<file path="config.mk">
export PLATFORM = sky130hd
export DESIGN_NAME = wdt_guard
export DESIGN_NICKNAME = d
export VERILOG_FILES = /design/src/rtl/wdt_pkg.sv /design/src/rtl/wdt_ctrl_reg.sv /design/src/rtl/wdt_limit_sel.sv /design/src/rtl/wdt_timeout_cnt.sv /design/src/rtl/wdt_guard.sv
export SDC_FILE = /design/constraint.sdc
export NUM_CORES = 1
export LEC_CHECK = 0
export ABC_AREA = 1
export BUFFER_PORTS_ARGS = -buffer_cell sky130_fd_sc_hd__clkbuf_2
export CAP_MARGIN = 20
export CORE_ASPECT_RATIO = 1.75
export CORE_MARGIN = 8
export CORE_UTILIZATION = 60
export CTS_BUF_LIST = sky130_fd_sc_hd__clkbuf_16
export DETAILED_ROUTE_END_ITERATION = 16
export PLACE_DENSITY = 0.89
export SKIP_CTS_REPAIR_TIMING = 1
export SYNTH_ARGS = -nofsm -noshare
export SYNTH_HDL_FRONTEND = slang
export SYNTH_SLANG_ARGS = --single-unit
</file>
<file path="constraint.sdc">
create_clock -name clk -period 3.64 [get_ports clk]
set_input_delay 1.092 -clock clk [delete_from_list [all_inputs] [get_ports clk]]
set_output_delay 1.092 -clock clk [all_outputs]
set_load 0.1 [all_outputs]
</file>
<file path="src/rtl/wdt_pkg.sv">
package wdt_pkg;
  localparam int REG_W   = 8;
  localparam int SEL_W   = 3;
  localparam int N_SEL   = 1 << SEL_W;
  localparam int BIT_TOE = 4;
  localparam int BIT_EN  = 3;
endpackage

</file>
<file path="src/rtl/wdt_ctrl_reg.sv">
module wdt_ctrl_reg
  import wdt_pkg::*;
#(
  parameter int WIN_CYCLES = 4
) (
  input  logic             clk,
  input  logic             rst,
  input  logic             wr_en,
  input  logic [REG_W-1:0] wr_data,
  output logic             enable,
  output logic [SEL_W-1:0] sel,
  output logic [REG_W-1:0] rd_data
);
  localparam int WIN_W = $clog2(WIN_CYCLES + 1);
  localparam logic [WIN_W-1:0] WIN_LOAD = WIN_W'(WIN_CYCLES);

  logic [WIN_W-1:0] win_q;
  logic             en_q;
  logic [SEL_W-1:0] sel_q;
  logic             permit;
  logic             arm;

  assign permit = (win_q != '0);
  assign arm    = wr_en && wr_data[BIT_TOE] && wr_data[BIT_EN];

  always_ff @(posedge clk) begin
    if (rst) begin
      win_q <= '0;
      en_q  <= 1'b0;
      sel_q <= '0;
    end else begin
      // permit window: reload on arming, otherwise run down to zero
      if (arm)
        win_q <= WIN_LOAD;
      else if (permit)
        win_q <= win_q - 1'b1;
      if (wr_en) begin
        sel_q <= wr_data[SEL_W-1:0];
        if (wr_data[BIT_EN])
          en_q <= 1'b1;
        else if (permit)
          en_q <= 1'b0;
      end
    end
  end

  assign enable  = en_q;
  assign sel     = sel_q;
  assign rd_data = {{(REG_W-5){1'b0}}, permit, en_q, sel_q};
endmodule

</file>
<file path="src/rtl/wdt_limit_sel.sv">
module wdt_limit_sel
  import wdt_pkg::*;
#(
  parameter int BASE_EXP = 14,
  parameter int CNT_W    = BASE_EXP + N_SEL - 1
) (
  input  logic [SEL_W-1:0] sel,
  output logic [CNT_W-1:0] last
);
  localparam logic [CNT_W:0] ONE = 1;

  logic [CNT_W-1:0] lim [N_SEL];

  for (genvar g = 0; g < N_SEL; g++) begin : g_lim
    assign lim[g] = CNT_W'((ONE << (BASE_EXP + g)) - 1'b1);
  end

  assign last = lim[sel];
endmodule

</file>
<file path="src/rtl/wdt_timeout_cnt.sv">
module wdt_timeout_cnt
  import wdt_pkg::*;
#(
  parameter int BASE_EXP = 14,
  parameter int CNT_W    = BASE_EXP + N_SEL - 1
) (
  input  logic             clk,
  input  logic             rst,
  input  logic             enable,
  input  logic             tick,
  input  logic             kick,
  input  logic [SEL_W-1:0] sel_live,
  output logic             rst_req
);
  logic [CNT_W-1:0] cnt_q;
  logic [SEL_W-1:0] sel_act;
  logic [CNT_W-1:0] last;
  logic             req_q;

  wdt_limit_sel #(.BASE_EXP(BASE_EXP), .CNT_W(CNT_W)) u_lim (
    .sel  (sel_act),
    .last (last)
  );

  always_ff @(posedge clk) begin
    if (rst) begin
      cnt_q   <= '0;
      sel_act <= '0;
      req_q   <= 1'b0;
    end else begin
      req_q <= 1'b0;
      if (!enable || kick) begin
        cnt_q   <= '0;
        sel_act <= sel_live;
      end else if (tick) begin
        if (cnt_q == last) begin
          cnt_q   <= '0;
          sel_act <= sel_live;
          req_q   <= 1'b1;
        end else begin
          cnt_q <= cnt_q + 1'b1;
        end
      end
    end
  end

  assign rst_req = req_q;
endmodule

</file>
<file path="src/rtl/wdt_guard.sv">
module wdt_guard
  import wdt_pkg::*;
#(
  parameter int BASE_EXP   = 14,
  parameter int WIN_CYCLES = 4
) (
  input  logic       clk,
  input  logic       rst,
  input  logic       wr_en,
  input  logic [7:0] wr_data,
  output logic [7:0] rd_data,
  input  logic       tick,
  input  logic       kick,
  output logic       rst_req
);
  localparam int CNT_W = BASE_EXP + N_SEL - 1;

  logic             enable;
  logic [SEL_W-1:0] sel;

  wdt_ctrl_reg #(.WIN_CYCLES(WIN_CYCLES)) u_reg (
    .clk     (clk),
    .rst     (rst),
    .wr_en   (wr_en),
    .wr_data (wr_data),
    .enable  (enable),
    .sel     (sel),
    .rd_data (rd_data)
  );

  wdt_timeout_cnt #(.BASE_EXP(BASE_EXP), .CNT_W(CNT_W)) u_cnt (
    .clk      (clk),
    .rst      (rst),
    .enable   (enable),
    .tick     (tick),
    .kick     (kick),
    .sel_live (sel),
    .rst_req  (rst_req)
  );
endmodule

</file>
==> results.cfg, run 1 <==
[route]
firstDrtPassIters = 5
drt_iter0_markers = 63
totalWireLength_um = 3910
wl_per_cell_um = 12.3
drc = 0
ant_nets = 0
via_count = 1738
via_per_inst = 5.48

[timing]
hold-worst-slack_ps = 464
rsz0062_at_grt = false
fin_crit_ps = 2780
finalClockSkew_ps = 6.08
period_share_pct = 76.2
setup_viol = 0
fmax_mhz = 360
worstMarginPinSlew_ps = 542
hold_viol = 0
final.setup.worst_slack_ps = 865
drv_slew = 0
slew_headroom_pct = 64.0
fin_setup_tns_ps = 0

[clocking]
cts.sinks = 32
htreeDepth = 2
cts_tree = done
cts_buffers = 5
clk_latency_ps = 280
clock-root-buffer = clkbuf_16
clkTransAtPathRegs_ps = 50
clk_path_buf_depth = 2

[setup_path]
cp_top_family = buffers and inverters
cp.required_ps = 2550
endpoint_kind = output pin
slowest_delay_ps = 450
worstPathMaxFanout = 7
critPathKind = reg -> out
start_kind = flop
path_cells = inv_1 > ha_1 > ha_1 > inv_1 > clkbuf_2
slowest_stage = clkbuf_2
path_buf_inv = 3
worstPathArrival_ps = 1680

[floorplanning]
die_w_um = 57.8
core_region_area_um2 = 2930
io_pins = 22
start_util_pct = 62.6
rows = 26
die_height_um = 89.1
die-area_um2 = 5150

[grt]
grt_antenna_before_repair = 0
grtUsageTotal_pct = 17.1
grt_pass1_wl_um = 6890
grt_overflow_total = 0
grt_max_degree = 12
grt_pass1_vias = 1738

[min_path]
hp-class = reg -> reg

[cells_and_area]
final_nets = 306
drive_above_1_share_pct = 13.5
insertedDiodeCount = 0
synthToLayoutAreaGrowth_pct = 10.0

[yosys]
synthTopCellsByArea = dfxtp_1, nand2_1, nor2_1
yosys_warnings = 0
yosysSeqAreaShare_pct = 34.9
syn_avg_cell_area_um2 = 6.71
synthCells = 273
yosysTopAreaCellShare_pct = 34.9
yosysTopAreaCell = dfxtp_1
synth.distinct_cells = 30
synthesis.area_um2 = 1830
postSynthRegisterBits = 32

[power]
ir_drop_mv = 0.541
leakagePower_nw = 0.882
powerDensity_nw_per_um2 = 504

[place]
dp_hpwl_um = 3150
place_congestion = 0.922
port_buffers = 15
place_ws_ps = 1080

[status]
status = finished, final reports clean

[job]
cap_violations = 0
## per-stage QoR
step	power (mW)	util, %	area [um2]	instances
6_report	1.02	68.9	2020	317
5_1_grt	1.07	68.9	2020	317
4_1_cts	1.03	68.9	2020	317
3_5_place_dp	0.645	64.3	1880	310
3_3_place_gp	0.640	64.3	1880	310
2_1_floorplan	0.625	-	1840	275
## worst register-to-register path, cell delays in order (launching register included)
cell,delay (ps)
dfxtp_1,360
ha_1,180
nand2_1,70
inv_1,110
nand2_1,80
nor2_1,200
nand3_1,140
nor3_1,280
nand3_1,110
nand2_1,90
nor2_1,50
## cell type report
type / count / area [um2]
multi-input combinational: 198 / 993
clock inverter: 2 / 8.76
sequential: 32 / 641
fill: 277 / 911
inverter: 37 / 139
clock buffer: 5 / 125
tap: 28 / 35.0
timing repair buffer: 15 / 75.1
## path summary, 6_finish.rpt
| kind | start | slack [ps] | end | depth (start not counted) |
|---|---|---|---|---|
| min | u_reg.win_q[0] | 460 | u_reg.win_q[0] | 2 |
| max reg2reg | u_cnt.cnt_q[0] | 1850 | u_cnt.cnt_q[20] | 10 |
| min reg2reg | u_reg.win_q[0] | 460 | u_reg.win_q[0] | 2 |
| max | u_reg.win_q[0] | 860 | rd_data[4] | 5 |
## cells in the mapped netlist
cell type and instances:
nand2_1 54, nor2_1 51, inv_1 35, dfxtp_1 32
nand3_1 18, nor3_1 10, o21ai_0 10, nand4_1 9
a21oi_1 6, buf_4 6, xor2_1 6, nand2_2 5
ha_1 4, xnor2_1 4, nor2_2 3, buf_6 2
inv_2 2, nor2_4 2, nor4_1 2, or2_2 2
a31o_2 1, a31oi_1 1, a41oi_1 1, and3_1 1
conb_1 1, nand3_2 1, nand4_2 1, nor3_2 1
o31ai_1 1, or2_1 1
## registers in the layout, summed over array words and instances, names as in the netlist
signal	flops
u_cnt.cnt_q	21
u_cnt.rst_req	1
u_cnt.sel_act	3
u_reg.enable	1
u_reg.sel	3
u_reg.win_q	3
## logic make-up after synthesis
family,Yosys count,synth area share [%]
AND/OR/NAND/NOR,161,40.0
AO/OA/AOI/OAI,20,6.08
buffers and inverters,45,11.3
flip-flops,32,34.9
adder cells (fa/ha/maj),4,2.73
other,1,0.205
XOR/XNOR,10,4.78
## layer usage
metal	global-route usage (%)	share of wire [%]	wire length (um)
met2	32.6	53	2070
met5	0	0	0
met1	14.6	38	1480
met3	4.47	3.7	145
met4	13.2	5.3	209
## report_power, final
| group | internal (mW) | switching [mW] |
|---|---|---|
| Combinational | 0.0585 | 0.191 |
| Clock | 0.244 | 0.137 |
| Sequential | 0.373 | 0.0132 |
## placed cells by master (no fill, tap or decap), types with 2 or more instances in the layout
cell       netlist  layout
nor2_4           2       2
dfxtp_1         32      32
a21oi_1          6       6
xnor2_1          4       4
nor2_2           3       3
inv_1           35      36
nand4_1          9       9
nand2_2          5       5
nor3_1          10      10
nand3_1         18      18
or2_2            2       2
nand2_1         54      54
ha_1             4       4
o21ai_0         10      10
conb_1           1       3
inv_2            2       2
xor2_1           6       6
nor4_1           2       2
clkbuf_16        0       5
clkbuf_2         0      15
nor2_1          51      51
(Power assumes the default switching activity.)
==> run 2: changes to the inputs <==
- ABC_AREA: 1 -> 0
- CORE_UTILIZATION: 60 -> 51
- PLACE_DENSITY: 0.89 -> 0.81
- clock period: 3.64 -> 2.38 ns (I/O delays scaled with it)
==> run 2 against run 1 <==
Setup slack got worse by 670 ps. Synthesized cell count decreased by 28%. Wire length decreased by 7.2%. Die area increased by 7.9%. Synthesized area decreased by 6.2%. Clock-buffer cell count unchanged. Non-clock buffer count increased by 5. Final cell count decreased by 20%. Clock power increased by 85%. Register-to-register slack got worse by 1500 ps. Sequential cell count unchanged. Critical path type unchanged. Largest cell class unchanged.
==> results.cfg, run 2 <==
[yosys]
synth_most_common_cell = dfxtp_1
synth.distinct_cells = 46
synthesis.area_um2 = 1720
syn_avg_cell_area_um2 = 8.77
synth_ff_type = dfxtp_1
synth_commonest_cells = dfxtp_1, nor3_1, nor2_1
postSynthRegisterBits = 32
synthCells = 196
synthTopCellsByArea = dfxtp_1, xor2_1, nor3_1
yosys_warnings = 0
yosysTopAreaCellShare_pct = 37.3
yosysSeqAreaShare_pct = 37.3
synth_edf_count = 0
synthArstFlopShare_pct = 0
yosysTopAreaCell = dfxtp_1

[timing]
fin_setup_tns_ps = 0
drv_slew = 0
rsz0062_at_grt = false
worstMarginPinSlew_ps = 553
fmax_mhz = 458
fin_crit_ps = 2190
slew_headroom_pct = 63.3
hold_viol = 0
period_share_pct = 91.8
setup_viol = 0
finalClockSkew_ps = 6.69
final.setup.worst_slack_ps = 195

[power]
ir_drop_mv = 1.06
powerDensity_nw_per_um2 = 867
leakagePower_nw = 0.730

[cells_and_area]
top_register = u_cnt.cnt_q
regArea_um2 = 641
largest_register_ffs = 21
final_common_cell = dfxtp_1
final_cell_mix = dfxtp_1, nor3_1, clkbuf_2
insertedDiodeCount = 0
fillers = 303
final_util_pct = 59.6
drive_above_1_share_pct = 17.6
final_nets = 226
synthToLayoutAreaGrowth_pct = 14.1
multi_input_area_um2 = 936

[route]
wl_met3_um = 106
drc = 0
firstDrtPassIters = 4
top_layer = met4
drt_iter0_markers = 23
met1Wirelength_um = 1360
via_count = 1427
ant_nets = 0
route.met2.wl_um = 1980
wl_per_cell_um = 14.2
via_per_inst = 5.60
totalWireLength_um = 3630

[clocking]
cts_tree = done
clk_path_buf_depth = 2
htreeDepth = 2
cts.sinks = 32
cts_buffers = 5
clkTransAtPathRegs_ps = 50
clk_latency_ps = 280
clock-root-buffer = clkbuf_16

[grt]
grt_antenna_before_repair = 0
grtUsageTotal_pct = 14.4
grt_pass1_vias = 1446
grt_overflow_total = 0
grt_pass1_wl_um = 6130
grt_max_degree = 23

[setup_path]
worstSetupStartpoint = u_reg.win_q[0]
slowest_stage = dfxtp_1
worstPathMaxFanout = 6
path_buf_inv = 3
worstPathArrival_ps = 1470
reg2reg_from = u_cnt.sel_act[1]
critPathKind = reg -> out
slowest_delay_ps = 340
endpoint_kind = output pin
path_cells = inv_1 > ha_1 > ha_1 > inv_1 > buf_12
cp_top_family = adder cells
start_kind = flop
cp.required_ps = 1670

[status]
status = finished, final reports clean

[floorplanning]
die_w_um = 59.9
die_height_um = 92.8
rows = 28
core_region_area_um2 = 3290
die-area_um2 = 5560
start_util_pct = 52.2
io_pins = 22

[min_path]
hp-start = u_reg.sel[0]
hp-class = reg -> reg

[place]
place_congestion = 0.850
place_ws_ps = 193
dp_hpwl_um = 2520
port_buffers = 15

[job]
cap_violations = 0
==> run 2: area by class of cell <==
type,count,area share [%]
Clock buffer,5,6.38
Inverter,10,1.91
Clock inverter,3,1.98
Multi-Input combinational cell,140,47.7
Sequential cell,32,32.7
Timing Repair Buffer,20,6.51
Tap cell,45,2.87
==> run 2: final timing paths <==
| path | endpoint | slack [ps] | depth (start not counted) |
|---|---|---|---|
| worst max-delay path | rd_data[4] | 190 | 5 |
| worst min-delay path | u_cnt.sel_act[0] | 490 | 2 |
| worst max register to register | u_cnt.cnt_q[5] | 340 | 7 |
| worst min register to register | u_cnt.sel_act[0] | 490 | 2 |
==> run 2: metrics by stage <==
step / hold WS (ps) / cell area [um2] / power (mW) / instances
final: 489 / 1960 / 1.70 / 255
after global routing: 514 / 1960 / 1.76 / 255
after CTS: 492 / 1960 / 1.71 / 255
after detailed placement: 483 / 1800 / 1.00 / 247
after global placement: 469 / 1800 / 0.991 / 247
after floorplan: 454 / 1730 / 0.922 / 198
==> run 2: worst reg2reg max path, cell delays in order, from the launching register on <==
cell	delay, ps
dfxtp_1	360
buf_4	180
a211o_2	310
o21ai_0	260
o22ai_2	180
nor4_4	290
buf_4	250
nor3_1	80
==> run 2: where the power goes <==
| group | internal, mW | switching, mW | total [mW] |
|---|---|---|---|
| clock network | 0.487 | 0.220 | 0.707 |
| registers | 0.563 | 0.0181 | 0.581 |
| logic | 0.137 | 0.275 | 0.412 |
==> run 2: logic make-up (layout without fill, tap and decap cells) <==
logic type / count (synthesis) / count (layout) / share of synthesized area, %
other cells: 1 / 3 / 0.218
flops: 32 / 32 / 37.3
fa+ha+maj: 4 / 4 / 2.91
simple gates: 80 / 80 / 26.1
mux: 8 / 8 / 4.66
xor+xnor: 17 / 17 / 8.66
compound gates: 28 / 28 / 11.4
buf+inv: 26 / 38 / 8.73
==> run 2: layer usage <==
metal | vias up | track usage [%]
met5 | - | 0
met4 | 0 | 10.2
met3 | 16 | 3.89
met2 | 30 | 26.2
met1 | 679 | 12.7
li1 | 702 | -
